--- src/rtl/spg_pkg.sv ---
package spg_pkg;

    localparam int STATUS_W = 8;

    typedef struct packed {
        logic       wpen;      // lock enable (nonvolatile model)
        logic       flag;      // volatile user flag
        logic [1:0] bl;        // protection code (nonvolatile model)
        logic       wel;       // write latch
        logic       wip;       // internal write cycle running
        logic       st_pend;   // running cycle is a status write
        logic       wpen_new;  // captured lock enable
        logic [1:0] bl_new;    // captured protection code
    } guard_state_t;

    function automatic logic [STATUS_W-1:0] pack_status(guard_state_t s);
        return {s.wpen, s.flag, 2'b00, s.bl, s.wel, s.wip};
    endfunction

endpackage

--- src/rtl/spg_lock_map.sv ---
module spg_lock_map #(
    parameter int ADDR_W = 11
) (
    input  logic [1:0]        bl,
    input  logic [ADDR_W-1:0] addr,
    output logic              guarded
);
    localparam int TOP = ADDR_W - 1;

    always_comb begin
        case (bl)
            2'b00:   guarded = 1'b0;
            2'b01:   guarded = addr[TOP] & addr[TOP-1];
            2'b10:   guarded = addr[TOP];
            default: guarded = 1'b1;
        endcase
    end
endmodule

--- src/rtl/spg_permit.sv ---
module spg_permit (
    input  logic wel,
    input  logic wip,
    input  logic wpen,
    input  logic wp_n,
    input  logic guarded,
    input  logic arr_req,
    input  logic st_req,
    output logic arr_ok,
    output logic st_ok
);
    logic ready;
    logic pin_lock;

    always_comb begin
        ready    = wel & ~wip;
        pin_lock = wpen & ~wp_n;
        arr_ok   = arr_req & ready & ~guarded;
        st_ok    = st_req & ready & ~pin_lock;
    end
endmodule

--- src/rtl/spi_status_guard.sv ---
module spi_status_guard
    import spg_pkg::*;
#(
    parameter int         ADDR_W    = 11,
    parameter logic       WPEN_INIT = 1'b0,
    parameter logic [1:0] BL_INIT   = 2'b00
) (
    input  logic              clk,
    input  logic              rst_n,
    input  logic              cmd_wel_set,
    input  logic              cmd_wel_clr,
    input  logic              cmd_flag_set,
    input  logic              st_wr_req,
    input  logic [7:0]        st_wr_data,
    input  logic              arr_wr_req,
    input  logic [ADDR_W-1:0] arr_addr,
    input  logic              cyc_done,
    input  logic              wp_n,
    output logic [7:0]        status,
    output logic              arr_grant,
    output logic              st_grant
);
    localparam int WPEN_BIT = 7;
    localparam int BL_HI    = 3;
    localparam int BL_LO    = 2;

    guard_state_t st_d, st_q;
    logic         guarded;

    spg_lock_map #(.ADDR_W(ADDR_W)) u_map (
        .bl      (st_q.bl),
        .addr    (arr_addr),
        .guarded (guarded)
    );

    spg_permit u_permit (
        .wel     (st_q.wel),
        .wip     (st_q.wip),
        .wpen    (st_q.wpen),
        .wp_n    (wp_n),
        .guarded (guarded),
        .arr_req (arr_wr_req),
        .st_req  (st_wr_req),
        .arr_ok  (arr_grant),
        .st_ok   (st_grant)
    );

    always_comb begin
        st_d = st_q;
        if (!st_q.wip) begin
            if (cmd_wel_set)  st_d.wel  = 1'b1;
            if (cmd_flag_set) st_d.flag = 1'b1;
            if (cmd_wel_clr) begin
                st_d.wel  = 1'b0;
                st_d.flag = 1'b0;
            end
            if (arr_grant) st_d.wip = 1'b1;
            if (st_grant) begin
                st_d.wip      = 1'b1;
                st_d.st_pend  = 1'b1;
                st_d.wpen_new = st_wr_data[WPEN_BIT];
                st_d.bl_new   = st_wr_data[BL_HI:BL_LO];
            end
        end else if (cyc_done) begin
            st_d.wip = 1'b0;
            st_d.wel = 1'b0;
            if (st_q.st_pend) begin
                st_d.wpen    = st_q.wpen_new;
                st_d.bl      = st_q.bl_new;
                st_d.st_pend = 1'b0;
            end
        end
    end

    always_ff @(posedge clk or negedge rst_n) begin
        if (!rst_n) begin
            st_q          <= '0;
            st_q.wpen     <= WPEN_INIT;
            st_q.bl       <= BL_INIT;
        end else begin
            st_q <= st_d;
        end
    end

    assign status = pack_status(st_q);

endmodule

--- config.mk ---
export PLATFORM = sky130hd
export DESIGN_NAME = spi_status_guard
export DESIGN_NICKNAME = d
export VERILOG_FILES = /design/src/rtl/spg_pkg.sv /design/src/rtl/spg_lock_map.sv /design/src/rtl/spg_permit.sv /design/src/rtl/spi_status_guard.sv
export SDC_FILE = /design/constraint.sdc
export NUM_CORES = 1
export LEC_CHECK = 0
export ABC_AREA = 1
export BUFFER_PORTS_ARGS = -buffer_cell sky130_fd_sc_hd__buf_2
export CAP_MARGIN = 10
export CELL_PAD_IN_SITES_DETAIL_PLACEMENT = 2
export CELL_PAD_IN_SITES_GLOBAL_PLACEMENT = 2
export CORE_ASPECT_RATIO = 0.5
export CORE_MARGIN = 2
export CORE_UTILIZATION = 20
export DETAILED_ROUTE_END_ITERATION = 6
export PLACE_DENSITY_LB_ADDON = 0.1
export SLEW_MARGIN = 20
export SYNTH_ARGS = -nofsm -noshare
export SYNTH_HDL_FRONTEND = slang
export SYNTH_SLANG_ARGS = --single-unit
--- constraint.sdc ---
create_clock -name clk -period 2.67 [get_ports clk]
set_input_delay 0.267 -clock clk [delete_from_list [all_inputs] [get_ports clk]]
set_output_delay 0.267 -clock clk [all_outputs]
set_load 0.1 [all_outputs]
==> results_tabular.tex, run 1 <==
\begin{tabular}{lr}
\hline
Metric & Value \\
\hline
\multicolumn{2}{l}{\textbf{Outcome}} \\
\quad Run status & completed \\
\multicolumn{2}{l}{\textbf{Min path}} \\
\quad Worst min-delay path category & input port to flop \\
\quad Worst Hold Endpoint & st\_q[2]\$\_DFFE\_PN0P\_ \\
\quad Launch point of the worst hold path & st\_wr\_data[7] \\
\quad Hold Path Cell Cnt & 3 \\
\multicolumn{2}{l}{\textbf{Critical path}} \\
\quad Worst path buffer plus inverter count & 3 \\
\quad Worst reg2reg startpoint & status[0]\$\_DFF\_PN0\_ \\
\quad Launching instance or port of the critical path & status[0]\$\_DFF\_PN0\_ \\
\quad Nature of the critical path startpoint & flop \\
\quad Cell count of the worst reg-to-reg path & 4 \\
\quad Max incr delay on CP & 0.44 ns \\
\quad CP Class & flop to output port \\
\quad End of the worst register-to-register path & st\_q[0]\$\_DFFE\_PN0P\_ \\
\quad CP most frequent cell & inv\_1 \\
\quad Slack of the worst reg-to-reg path & about 1.7 ns \\
\quad Worst-path maximum fanout & 5 \\
\quad Top Family by Delay on Critical Path & buffers and inverters \\
\quad Crit path required time & around 2.4 ns \\
\quad CP cell instances & inv\_1 -> nand3\_1 -> nor2\_1 -> nand2\_1 -> inv\_1 -> buf\_2 \\
\quad Sort of element at the end of the critical path & output port \\
\quad Slowest stage cell, crit path & dfrtp\_1 \\
\quad Worst endpoint data arrival time & 1.51 ns \\
\multicolumn{2}{l}{\textbf{STA}} \\
\quad Setup violation total in the final timing report & 0 \\
\quad Worst clock skew on the final layout & 0.00141 ns \\
\quad RSZ-0062 raised after global routing & false \\
\quad Crit path setup slack, layout & 0.890 ns \\
\quad Final number of hold-violating endpoints & 0 \\
\quad Achievable clock frequency & 562 MHz \\
\quad Total Neg Setup Slack & 0 ns \\
\quad Shortest clock period the worst path allows after layout & between 1.5 and 2 ns \\
\quad Share of the clock period used by the worst path after layout & 66.7\% \\
\quad Pins over their slew limit & 0 \\
\multicolumn{2}{l}{\textbf{Drt}} \\
\quad Post-detailed-route count of antenna-violating nets & 0 \\
\quad Iter 0 DRT Violations & 1 \\
\quad Pre-Repair DR Iteration Count & 2 \\
\quad Post-route DRC & 0 \\
\quad Wire length per cell after detailed routing & a little under 10 µm \\
\quad Total number of vias & 437 \\
\quad WL final & 1190 µm \\
\quad Ratio of routed vias to standard cells & approximately 3.6 \\
\multicolumn{2}{l}{\textbf{Synthesis}} \\
\quad Post-synthesis cell type count & 15 \\
\quad Dominant cells by area after synthesis & dfrtp\_1 (47\%), nand2\_1 (15\%), buf\_4 (11\%) \\
\quad Warnings, synthesis & 0 \\
\quad Synth Register Bits & 10 \\
\quad Leading post-synthesis cells by instance count & nand2\_1 (21), dfrtp\_1 (10), buf\_4 (8), inv\_1 (7) \\
\quad Count of mapped cells out of synthesis & 66 \\
\quad Most frequent cell after synthesis & nand2\_1 \\
\quad Number of enable-type register cells in the synthesized netlist & 0 \\
\quad Fraction of synthesized cell area taken by the top area cell type & 47.3\% \\
\quad Post-synthesis area per instance & around 8 µm² \\
\quad Proportion of synthesized chip area in sequential cells & 47.3\% \\
\quad Area of the mapped netlist & 529 µm² \\
\quad Most used flip-flop cell after synthesis & dfrtp\_1 \\
\quad Async set or reset register ratio after synthesis & 100\% \\
\quad Dominant cell type by area after synthesis & dfrtp\_1 \\
\multicolumn{2}{l}{\textbf{Pwr}} \\
\quad Total internal power & 0.440 mW \\
\quad Switching share of power & 56.4\% \\
\quad LEAKAGE & $\sim$0.40 nW \\
\quad Share of total power in combinational logic & a little over half \\
\quad Sequential Power Share & 27.2\% \\
\quad Power density over the cells & 1460 nW/µm² \\
\quad Net switching power figure & 0.569 mW \\
\quad Maximum vdd drop & 0.315 mV \\
\quad Clock network fraction of design power & 18.7\% \\
\multicolumn{2}{l}{\textbf{Flow run}} \\
\quad Max-cap check violation count & 0 \\
\multicolumn{2}{l}{\textbf{Layout}} \\
\quad Fin nets & about 110 \\
\quad Number of filler instances in the final layout & $\sim$310 \\
\quad Number of inserted diodes & 0 \\
\quad Fraction of final layout cells sized beyond drive strength 1 & 36.5\% \\
\quad Layout Area Growth over Synthesis & 30.3\% \\
\multicolumn{2}{l}{\textbf{Clocking}} \\
\quad Clock Latency Late Sink & approximately 0.23 ns \\
\quad Root Driver & clkbuf\_8 \\
\quad Clock input transition at the sequential cells of the worst setup and hold paths & 0.05 ns \\
\quad Clock tree from TritonCTS & yes \\
\quad Number of buffers inserted during clock tree synthesis & 3 \\
\quad Level count of the clock H-tree & 1 \\
\quad Total number of clock tree sinks & 10 \\
\quad Max Buffers Root-to-Sink & 2 \\
\multicolumn{2}{l}{\textbf{GRT}} \\
\quad Tot GR Track Use & a little under a tenth \\
\quad Pin count of the biggest net entering global routing & 11 \\
\quad Vias in the first global route & between 400 and 500 \\
\quad Met2 track demand over resource & roughly 15\% \\
\quad Number of antenna violations at the first check in global routing & 0 \\
\quad Most crowded layer after global routing & met2 \\
\quad Met1 global-route usage & 10.4\% \\
\quad Global-route wire length before repair & 2040 µm \\
\quad Total congestion overflow & 0 \\
\quad GR Util met3 & 5.41\% \\
\multicolumn{2}{l}{\textbf{Place}} \\
\quad Final weighted congestion in routability-driven placement & 0.703 \\
\quad Setup WS pre-CTS & 1.12 ns \\
\quad Total of buffers placed on input and output ports & 21 \\
\quad HPWL after detailed placement & 992 µm \\
\multicolumn{2}{l}{\textbf{Die}} \\
\quad Width of the die & between 70 and 80 µm \\
\quad Row cnt & 13 \\
\quad I/O pins & 38 \\
\quad Effective utilization at floorplan & 20.7\% \\
\quad Core region area & approximately 2600 µm² \\
\quad Height of the chip & 40.4 µm \\
\quad Total die area & 3100 µm² \\
\hline
\end{tabular}
power by group through the flow:
stage / clock (mW) / combinational [mW] / sequential (mW)
finish: 0.188 / 0.546 / 0.275
global route: 0.208 / 0.587 / 0.290
CTS: 0.198 / 0.554 / 0.277
detailed placement: 0 / 0.551 / 0.279
global placement: 0 / 0.546 / 0.276
floorplan: 0 / 0.526 / 0.264
logic make-up (layout without fill, tap and decap cells):
kind of cell	after synthesis	in the layout	share of synthesized area, %
AOI/OAI and AO/OA	3	3	2.84
and+or+nand+nor	35	35	30.5
buffers and inverters	17	35	18.7
DFF	10	10	47.3
other	1	2	0.709
layout make-up:
class	count	area (µm²)	area share [%]
clock buffer	4	55.1	7.99
inverter	9	38.8	5.63
multi-input combinational	40	184	26.7
sequential	10	250	36.3
tap	37	46.3	6.72
timing repair buffer	22	115	16.7
registers in the layout (all words and copies together) (netlist names):
register,flops
status,6
st_q,4
worst max path at each step:
stage | cells after the start | end
2_1_floorplan | 5 | arr_grant
3_3_place_gp | 6 | arr_grant
3_5_place_dp | 6 | arr_grant
4_1_cts | 6 | arr_grant
5_1_grt | 6 | arr_grant
6_report | 6 | arr_grant
stage by stage:
step / instance area (µm²) / std cells / total power [mW] / hold slack [ns] / utilization (%)
after floorplan: 533 / 67 / 0.790 / -0.0286 / -
after global placement: 624 / 117 / 0.823 / 0.144 / 24.4
after detailed placement: 624 / 117 / 0.831 / 0.147 / 24.4
after CTS: 689 / 122 / 1.03 / 0.221 / 27.0
after global routing: 689 / 122 / 1.08 / 0.228 / 27.0
final: 689 / 122 / 1.01 / 0.229 / 27.0
placed cells by master (no fill, tap or decap), drive strengths merged:
cell / synthesis / routed
a21oi: 3 / 3
buf: 8 / 21
clkbuf: 0 / 4
clkinv: 1 / 1
conb: 1 / 2
dfrtp: 10 / 10
dlygate4sd3: 0 / 1
inv: 8 / 8
nand2: 23 / 23
nand3: 5 / 5
nor2: 5 / 5
nor3: 1 / 1
or2: 1 / 1
timing repair:
action                                  4_1_cts  5_1_grt
hold buffers                                  1        0
endpoints found under the setup margin        0        0
resized for setup                             0        0
buffers inserted                              0        0
endpoints found under the hold margin        10        0
metal layers:
layer / vias up / wire, µm
met5: - / 0
met4: 0 / 12
met3: 2 / 107
met2: 17 / 506
met1: 192 / 560
li1: 226 / -
worst reg2reg max path, cell delays in order, from the launching register on:
cell	delay, ns
dfrtp_1	0.44
nor2_2	0.18
nand3_4	0.13
nand2_1	0.11
nand2_1	0.05
(Power assumes the default switching activity.)
==> run 2: changes to the inputs <==
--- a/config.mk
+++ b/config.mk
@@ -12,7 +12,7 @@
 export CELL_PAD_IN_SITES_GLOBAL_PLACEMENT = 2
 export CORE_ASPECT_RATIO = 0.5
 export CORE_MARGIN = 2
-export CORE_UTILIZATION = 20
+export CORE_UTILIZATION = 17
 export DETAILED_ROUTE_END_ITERATION = 6
 export PLACE_DENSITY_LB_ADDON = 0.1
 export SLEW_MARGIN = 20
==> constraint.sdc (replaced) <==
create_clock -name clk -period 1.6 [get_ports clk]
set_input_delay 0.16 -clock clk [delete_from_list [all_inputs] [get_ports clk]]
set_output_delay 0.16 -clock clk [all_outputs]
set_load 0.1 [all_outputs]
==> results_tabular.tex, run 2 (synthesized netlist as in run 1, its figures left out) <==
\begin{tabular}{lr}
\hline
Metric & Value \\
\hline
\multicolumn{2}{l}{\textbf{Outcome}} \\
\quad Run status & completed \\
\multicolumn{2}{l}{\textbf{Drt}} \\
\quad Pre-Repair DR Iteration Count & 2 \\
\quad WL final & 1210 µm \\
\quad Total length of routed met3 wires & 111 µm \\
\quad Post-detailed-route count of antenna-violating nets & 0 \\
\quad Top layer used by detailed routing & met4 \\
\quad Iter 0 DRT Violations & 8 \\
\quad Met1 routed wirelength after detailed routing & 592 µm \\
\quad Total number of vias & 442 \\
\quad Post-route DRC & 0 \\
\quad Wire length per cell after detailed routing & slightly below 10 µm \\
\quad Detailed route wirelength on metal2 & 488 µm \\
\quad Ratio of routed vias to standard cells & 3.54 \\
\multicolumn{2}{l}{\textbf{Critical path}} \\
\quad Crit path required time & 1.44 ns \\
\quad Nature of the critical path startpoint & flop \\
\quad Worst-path maximum fanout & 5 \\
\quad Sort of element at the end of the critical path & output port \\
\quad Worst reg2reg startpoint & status[0]\$\_DFF\_PN0\_ \\
\quad Worst endpoint data arrival time & 1.28 ns \\
\quad Cell count of the worst reg-to-reg path & 5 \\
\quad End of the worst register-to-register path & st\_q[0]\$\_DFFE\_PN0P\_ \\
\quad Slack of the worst reg-to-reg path & 0.59 ns \\
\quad CP Class & flop to output port \\
\multicolumn{2}{l}{\textbf{Clocking}} \\
\quad Level count of the clock H-tree & 1 \\
\quad Root Driver & clkbuf\_8 \\
\quad Total number of clock tree sinks & 10 \\
\quad Number of buffers inserted during clock tree synthesis & 3 \\
\quad Max Buffers Root-to-Sink & 2 \\
\quad Post-CTS Setup Repair Bufs & 0 \\
\quad Clock Latency Late Sink & 0.24 ns \\
\quad Clock input transition at the sequential cells of the worst setup and hold paths & 0.05 ns \\
\quad Clock tree from TritonCTS & yes \\
\multicolumn{2}{l}{\textbf{Place}} \\
\quad HPWL after detailed placement & 986 µm \\
\quad Number of cells in the design after placement & 120 \\
\quad Final weighted congestion in routability-driven placement & 0.649 \\
\quad Total of buffers placed on input and output ports & 21 \\
\multicolumn{2}{l}{\textbf{Min path}} \\
\quad Worst min-delay path category & input port to flop \\
\quad Worst Hold Endpoint & st\_q[1]\$\_DFFE\_PN0P\_ \\
\quad Hold Path Cell Cnt & 3 \\
\quad Launch point of the worst hold path & st\_wr\_data[3] \\
\multicolumn{2}{l}{\textbf{Die}} \\
\quad Effective utilization at floorplan & between 10\% and 20\% \\
\quad I/O pins & 38 \\
\quad Height of the chip & approximately 43 µm \\
\quad Total die area & 3600 µm² \\
\quad Row cnt & 14 \\
\quad Width of the die & about 83 µm \\
\quad Core region area & 2980 µm² \\
\multicolumn{2}{l}{\textbf{Layout}} \\
\quad Layout Area Growth over Synthesis & 36.6\% \\
\quad Final standard cell count with taps included and fillers excluded & 125 \\
\quad Most common cell after layout, fill and taps aside & nand2\_1 \\
\quad Fraction of final layout cells sized beyond drive strength 1 & 37.6\% \\
\quad Flip-flop count of the largest register, all copies and words added & 6 \\
\quad Fin nets & 114 \\
\quad Commonest cells after routing, fill and taps aside & nand2\_1 (21), buf\_2 (19), dfrtp\_1 (10) \\
\quad Number of inserted diodes & 0 \\
\multicolumn{2}{l}{\textbf{STA}} \\
\quad Setup violation total in the final timing report & 0 \\
\quad RSZ-0062 raised after global routing & false \\
\quad Pins over their slew limit & 0 \\
\quad Worst clock skew on the final layout & roughly 0.0018 ns \\
\quad Shortest clock period the worst path allows after layout & 1.44 ns \\
\quad Worst hold slack & 0.124 ns \\
\quad Achievable clock frequency & 694 MHz \\
\quad Total Neg Setup Slack & 0 ns \\
\quad Final number of hold-violating endpoints & 0 \\
\quad Share of the clock period used by the worst path after layout & 90.1\% \\
\multicolumn{2}{l}{\textbf{GRT}} \\
\quad Total congestion overflow & 0 \\
\quad Vias in the first global route & approximately 440 \\
\quad Number of antenna violations at the first check in global routing & 0 \\
\quad Tot GR Track Use & 7.87\% \\
\quad Global-route wire length before repair & 2050 µm \\
\quad Pin count of the biggest net entering global routing & 11 \\
\multicolumn{2}{l}{\textbf{Pwr}} \\
\quad Power density over the cells & 2390 nW/µm² \\
\quad Maximum vdd drop & 0.776 mV \\
\quad LEAKAGE & 0.403 nW \\
\multicolumn{2}{l}{\textbf{Flow run}} \\
\quad Max-cap check violation count & 0 \\
\hline
\end{tabular}
==> run 2: worst max-delay path by stage <==
stage                         from        end  slack, ns  cells after the start
6_report       status[0]$_DFF_PN0_  arr_grant       0.16                      6
5_1_grt        status[0]$_DFF_PN0_  arr_grant       0.03                      6
4_1_cts        status[0]$_DFF_PN0_  arr_grant       0.09                      6
3_5_place_dp   status[0]$_DFF_PN0_  arr_grant       0.36                      6
3_3_place_gp   status[0]$_DFF_PN0_  arr_grant       0.36                      6
2_1_floorplan  status[0]$_DFF_PN0_  arr_grant       0.14                      5
==> run 2: timing repair <==
action | 4_1_cts | 5_1_grt
gates resized for setup | 0 | 1
hold buffers | 1 | 0
hold endpoints to repair | 10 | 0
endpoints found under the setup margin | 0 | 1
==> run 2: per-stage QoR <==
step	worst slack, ns	cell area, µm²	utilization, %	total power [mW]
CTS	0.0892	723	24.3	1.76
finish	0.159	723	24.3	1.73
detailed placement	0.360	658	22.1	1.42
global placement	0.363	658	22.1	1.42
global route	0.0296	723	24.3	1.84
floorplan	0.136	533	-	1.32
==> run 2: worst max-delay path: stages (launching register included) <==
cell and delay, ns:
dfrtp_1 0.44, inv_2 0.10, nand3_1 0.07, nor2_1 0.09, nand2_1 0.07, inv_1 0.09
buf_12 0.18
==> run 2: where the power goes <==
part	internal [mW]	switching, mW	total [mW]
combinational	0.187	0.763	0.951
sequential	0.365	0.0929	0.458
clock	0.216	0.101	0.318
total	0.769	0.958	1.73
==> run 2: routing by layer <==
metal  track usage [%]  vias up
met4              4.92        0
met5                 0        -
li1                  -      229
met1              9.40      192
met3              4.76        2
met2              10.8       19
==> run 2: area by class of cell <==
class	count	area (µm²)
repair buffers	22	145
multi-input cells	40	184
flip-flops and latches	10	250
clock buffers	4	55.1
inverters	9	38.8
well taps	40	50.0
fillers	367	2250
==> run 3: changes to the inputs <==
--- a/config.mk
+++ b/config.mk
@@ -10,9 +10,9 @@
 export CAP_MARGIN = 10
 export CELL_PAD_IN_SITES_DETAIL_PLACEMENT = 2
 export CELL_PAD_IN_SITES_GLOBAL_PLACEMENT = 2
-export CORE_ASPECT_RATIO = 0.5
 export CORE_MARGIN = 2
-export CORE_UTILIZATION = 17
+export CORE_UTILIZATION = 18
+export CTS_BUF_LIST = sky130_fd_sc_hd__clkbuf_4 sky130_fd_sc_hd__clkbuf_8
 export DETAILED_ROUTE_END_ITERATION = 6
 export PLACE_DENSITY_LB_ADDON = 0.1
 export SLEW_MARGIN = 20
==> results_tabular.tex, run 3 (synthesized netlist as in run 1, its figures left out) <==
\begin{tabular}{lr}
\hline
Metric & Value \\
\hline
\multicolumn{2}{l}{\textbf{Outcome}} \\
\quad Run status & completed \\
\multicolumn{2}{l}{\textbf{Die}} \\
\quad Width of the die & 58.2 µm \\
\quad Row cnt & 19 \\
\quad I/O pins & 38 \\
\quad Height of the chip & just under 60 µm \\
\quad Total die area & 3390 µm² \\
\quad Effective utilization at floorplan & 19.0\% \\
\quad Core region area & 2780 µm² \\
\multicolumn{2}{l}{\textbf{GRT}} \\
\quad Total congestion overflow & 0 \\
\quad Global-route wire length before repair & between 1500 and 2000 µm \\
\quad Number of antenna violations at the first check in global routing & 0 \\
\quad Vias in the first global route & about 470 \\
\quad Pin count of the biggest net entering global routing & 11 \\
\quad Tot GR Track Use & 8.01\% \\
\multicolumn{2}{l}{\textbf{Critical path}} \\
\quad Worst-path maximum fanout & 5 \\
\quad Worst endpoint data arrival time & 1.32 ns \\
\quad CP Class & flop to output port \\
\quad Launching instance or port of the critical path & status[0]\$\_DFF\_PN0\_ \\
\quad Cell count of the worst reg-to-reg path & 5 \\
\quad Crit path capture & arr\_grant \\
\quad Sort of element at the end of the critical path & output port \\
\quad Crit path required time & 1.44 ns \\
\quad Worst reg2reg startpoint & status[0]\$\_DFF\_PN0\_ \\
\quad Nature of the critical path startpoint & flop \\
\quad Slack of the worst reg-to-reg path & 0.58 ns \\
\quad End of the worst register-to-register path & st\_q[2]\$\_DFFE\_PN0P\_ \\
\multicolumn{2}{l}{\textbf{Layout}} \\
\quad Fin nets & 114 \\
\quad Layout Area Growth over Synthesis & 28.4\% \\
\quad Area taken by flip-flops and latches & 250 µm² \\
\quad Most common cell after layout, fill and taps aside & nand2\_1 \\
\quad Fraction of final layout cells sized beyond drive strength 1 & a little under two fifths \\
\quad Commonest cells after routing, fill and taps aside & nand2\_1 (21), buf\_2 (19), dfrtp\_1 (10) \\
\quad Flip-flop count of the largest register, all copies and words added & 6 \\
\quad Final cell area excluding filler cells & 679 µm² \\
\quad Area of the multi-input gates & 184 µm² \\
\quad Number of filler instances in the final layout & 335 \\
\quad Share of the core filled with cells in the final layout & roughly 24\% \\
\quad Number of inserted diodes & 0 \\
\quad Final standard cell count with taps included and fillers excluded & 115 \\
\multicolumn{2}{l}{\textbf{Place}} \\
\quad Setup WS pre-CTS & 0.328 ns \\
\quad Number of cells in the design after placement & 111 \\
\quad Post-place instance area & 647 µm² \\
\quad Final weighted congestion in routability-driven placement & 0.665 \\
\quad HPWL after detailed placement & just under 1000 µm \\
\quad Total of buffers placed on input and output ports & 21 \\
\multicolumn{2}{l}{\textbf{STA}} \\
\quad Pins over their slew limit & 0 \\
\quad Achievable clock frequency & 674 MHz \\
\quad RSZ-0062 raised after global routing & false \\
\quad Shortest clock period the worst path allows after layout & 1.48 ns \\
\quad Crit path setup slack, layout & between 0.1 and 0.15 ns \\
\quad Worst hold slack & roughly 0.09 ns \\
\quad Final number of hold-violating endpoints & 0 \\
\quad Total Neg Setup Slack & 0 ns \\
\quad Share of the clock period used by the worst path after layout & between 90\% and 100\% \\
\quad Worst clock skew on the final layout & between 0.001 and 0.0015 ns \\
\quad Setup violation total in the final timing report & 0 \\
\multicolumn{2}{l}{\textbf{Pwr}} \\
\quad LEAKAGE & 0.388 nW \\
\quad Overall power after layout & 1.57 mW \\
\quad Power density over the cells & roughly 2300 nW/µm² \\
\quad Maximum vdd drop & 0.732 mV \\
\multicolumn{2}{l}{\textbf{Drt}} \\
\quad Wire length per cell after detailed routing & 10.4 µm \\
\quad Post-detailed-route count of antenna-violating nets & 0 \\
\quad Iter 0 DRT Violations & 3 \\
\quad Pre-Repair DR Iteration Count & 4 \\
\quad WL final & 1200 µm \\
\quad Ratio of routed vias to standard cells & 3.83 \\
\quad Total number of vias & 440 \\
\quad Post-route DRC & 0 \\
\multicolumn{2}{l}{\textbf{Clocking}} \\
\quad Number of buffers inserted during clock tree synthesis & 3 \\
\quad Clock Latency Late Sink & between 0.2 and 0.3 ns \\
\quad Max Buffers Root-to-Sink & 2 \\
\quad Level count of the clock H-tree & 1 \\
\quad Post-CTS Setup Repair Bufs & 0 \\
\quad Root Driver & clkbuf\_4 \\
\quad Clock tree from TritonCTS & yes \\
\quad Clock input transition at the sequential cells of the worst setup and hold paths & roughly 0.060 ns \\
\quad Total number of clock tree sinks & 10 \\
\multicolumn{2}{l}{\textbf{Flow run}} \\
\quad Max-cap check violation count & 0 \\
\multicolumn{2}{l}{\textbf{Min path}} \\
\quad Worst min-delay path category & input port to flop \\
\hline
\end{tabular}
run 3: cell count changes in the layout (fill, tap and decap cells not counted), sizes merged:
| cell | before | now |
|---|---|---|
| clkbuf | 4 | 3 |
run 3: area by class of cell:
type                       count  share of cell area, %
sequential                    10                   36.8
multi-input combinational     40                   27.1
timing repair buffer          22                   21.4
tap                           31                   5.71
clock buffer                   3                   3.31
inverter                       9                   5.71
run 3: repair_timing:
item | 4_1_cts | 5_1_grt
setup endpoints to repair | 0 | 1
hold buffers | 1 | 0
hold endpoints to repair | 10 | 0
resized for setup | 0 | 1
run 3: per-layer routing:
layer	up-vias	share of wire (%)	global-route usage [%]
met4	0	1.2	4.98
met3	2	8.5	2.46
met2	14	49	13.1
met1	199	42	9.03
li1	225	-	-
met5	-	0	0
run 3: worst min-delay path by stage:
stage | slack [ns] | start | cells after the start | end
3_3_place_gp | 0.05 | rst_n | 1 | status[6]$_DFFE_PN0P_
3_5_place_dp | 0.05 | rst_n | 1 | status[6]$_DFFE_PN0P_
6_report | 0.09 | st_wr_data[3] | 3 | st_q[1]$_DFFE_PN0P_
5_1_grt | 0.1 | st_wr_data[7] | 3 | st_q[2]$_DFFE_PN0P_
2_1_floorplan | -0.14 | rst_n | 0 | st_q[0]$_DFFE_PN0P_
4_1_cts | 0.09 | st_wr_data[3] | 3 | st_q[1]$_DFFE_PN0P_
run 3: power by group:
group          switching [mW]  total, mW  internal, mW
Clock                  0.0808      0.167        0.0866
Combinational           0.764      0.951         0.187
Sequential             0.0910      0.455         0.364
run 3: worst max-delay path, stage by stage, from the launching register on:
cell	delay (ns)
dfrtp_1	0.45
inv_2	0.11
nand3_1	0.08
nor2_1	0.09
nand2_1	0.07
inv_1	0.09
buf_12	0.18
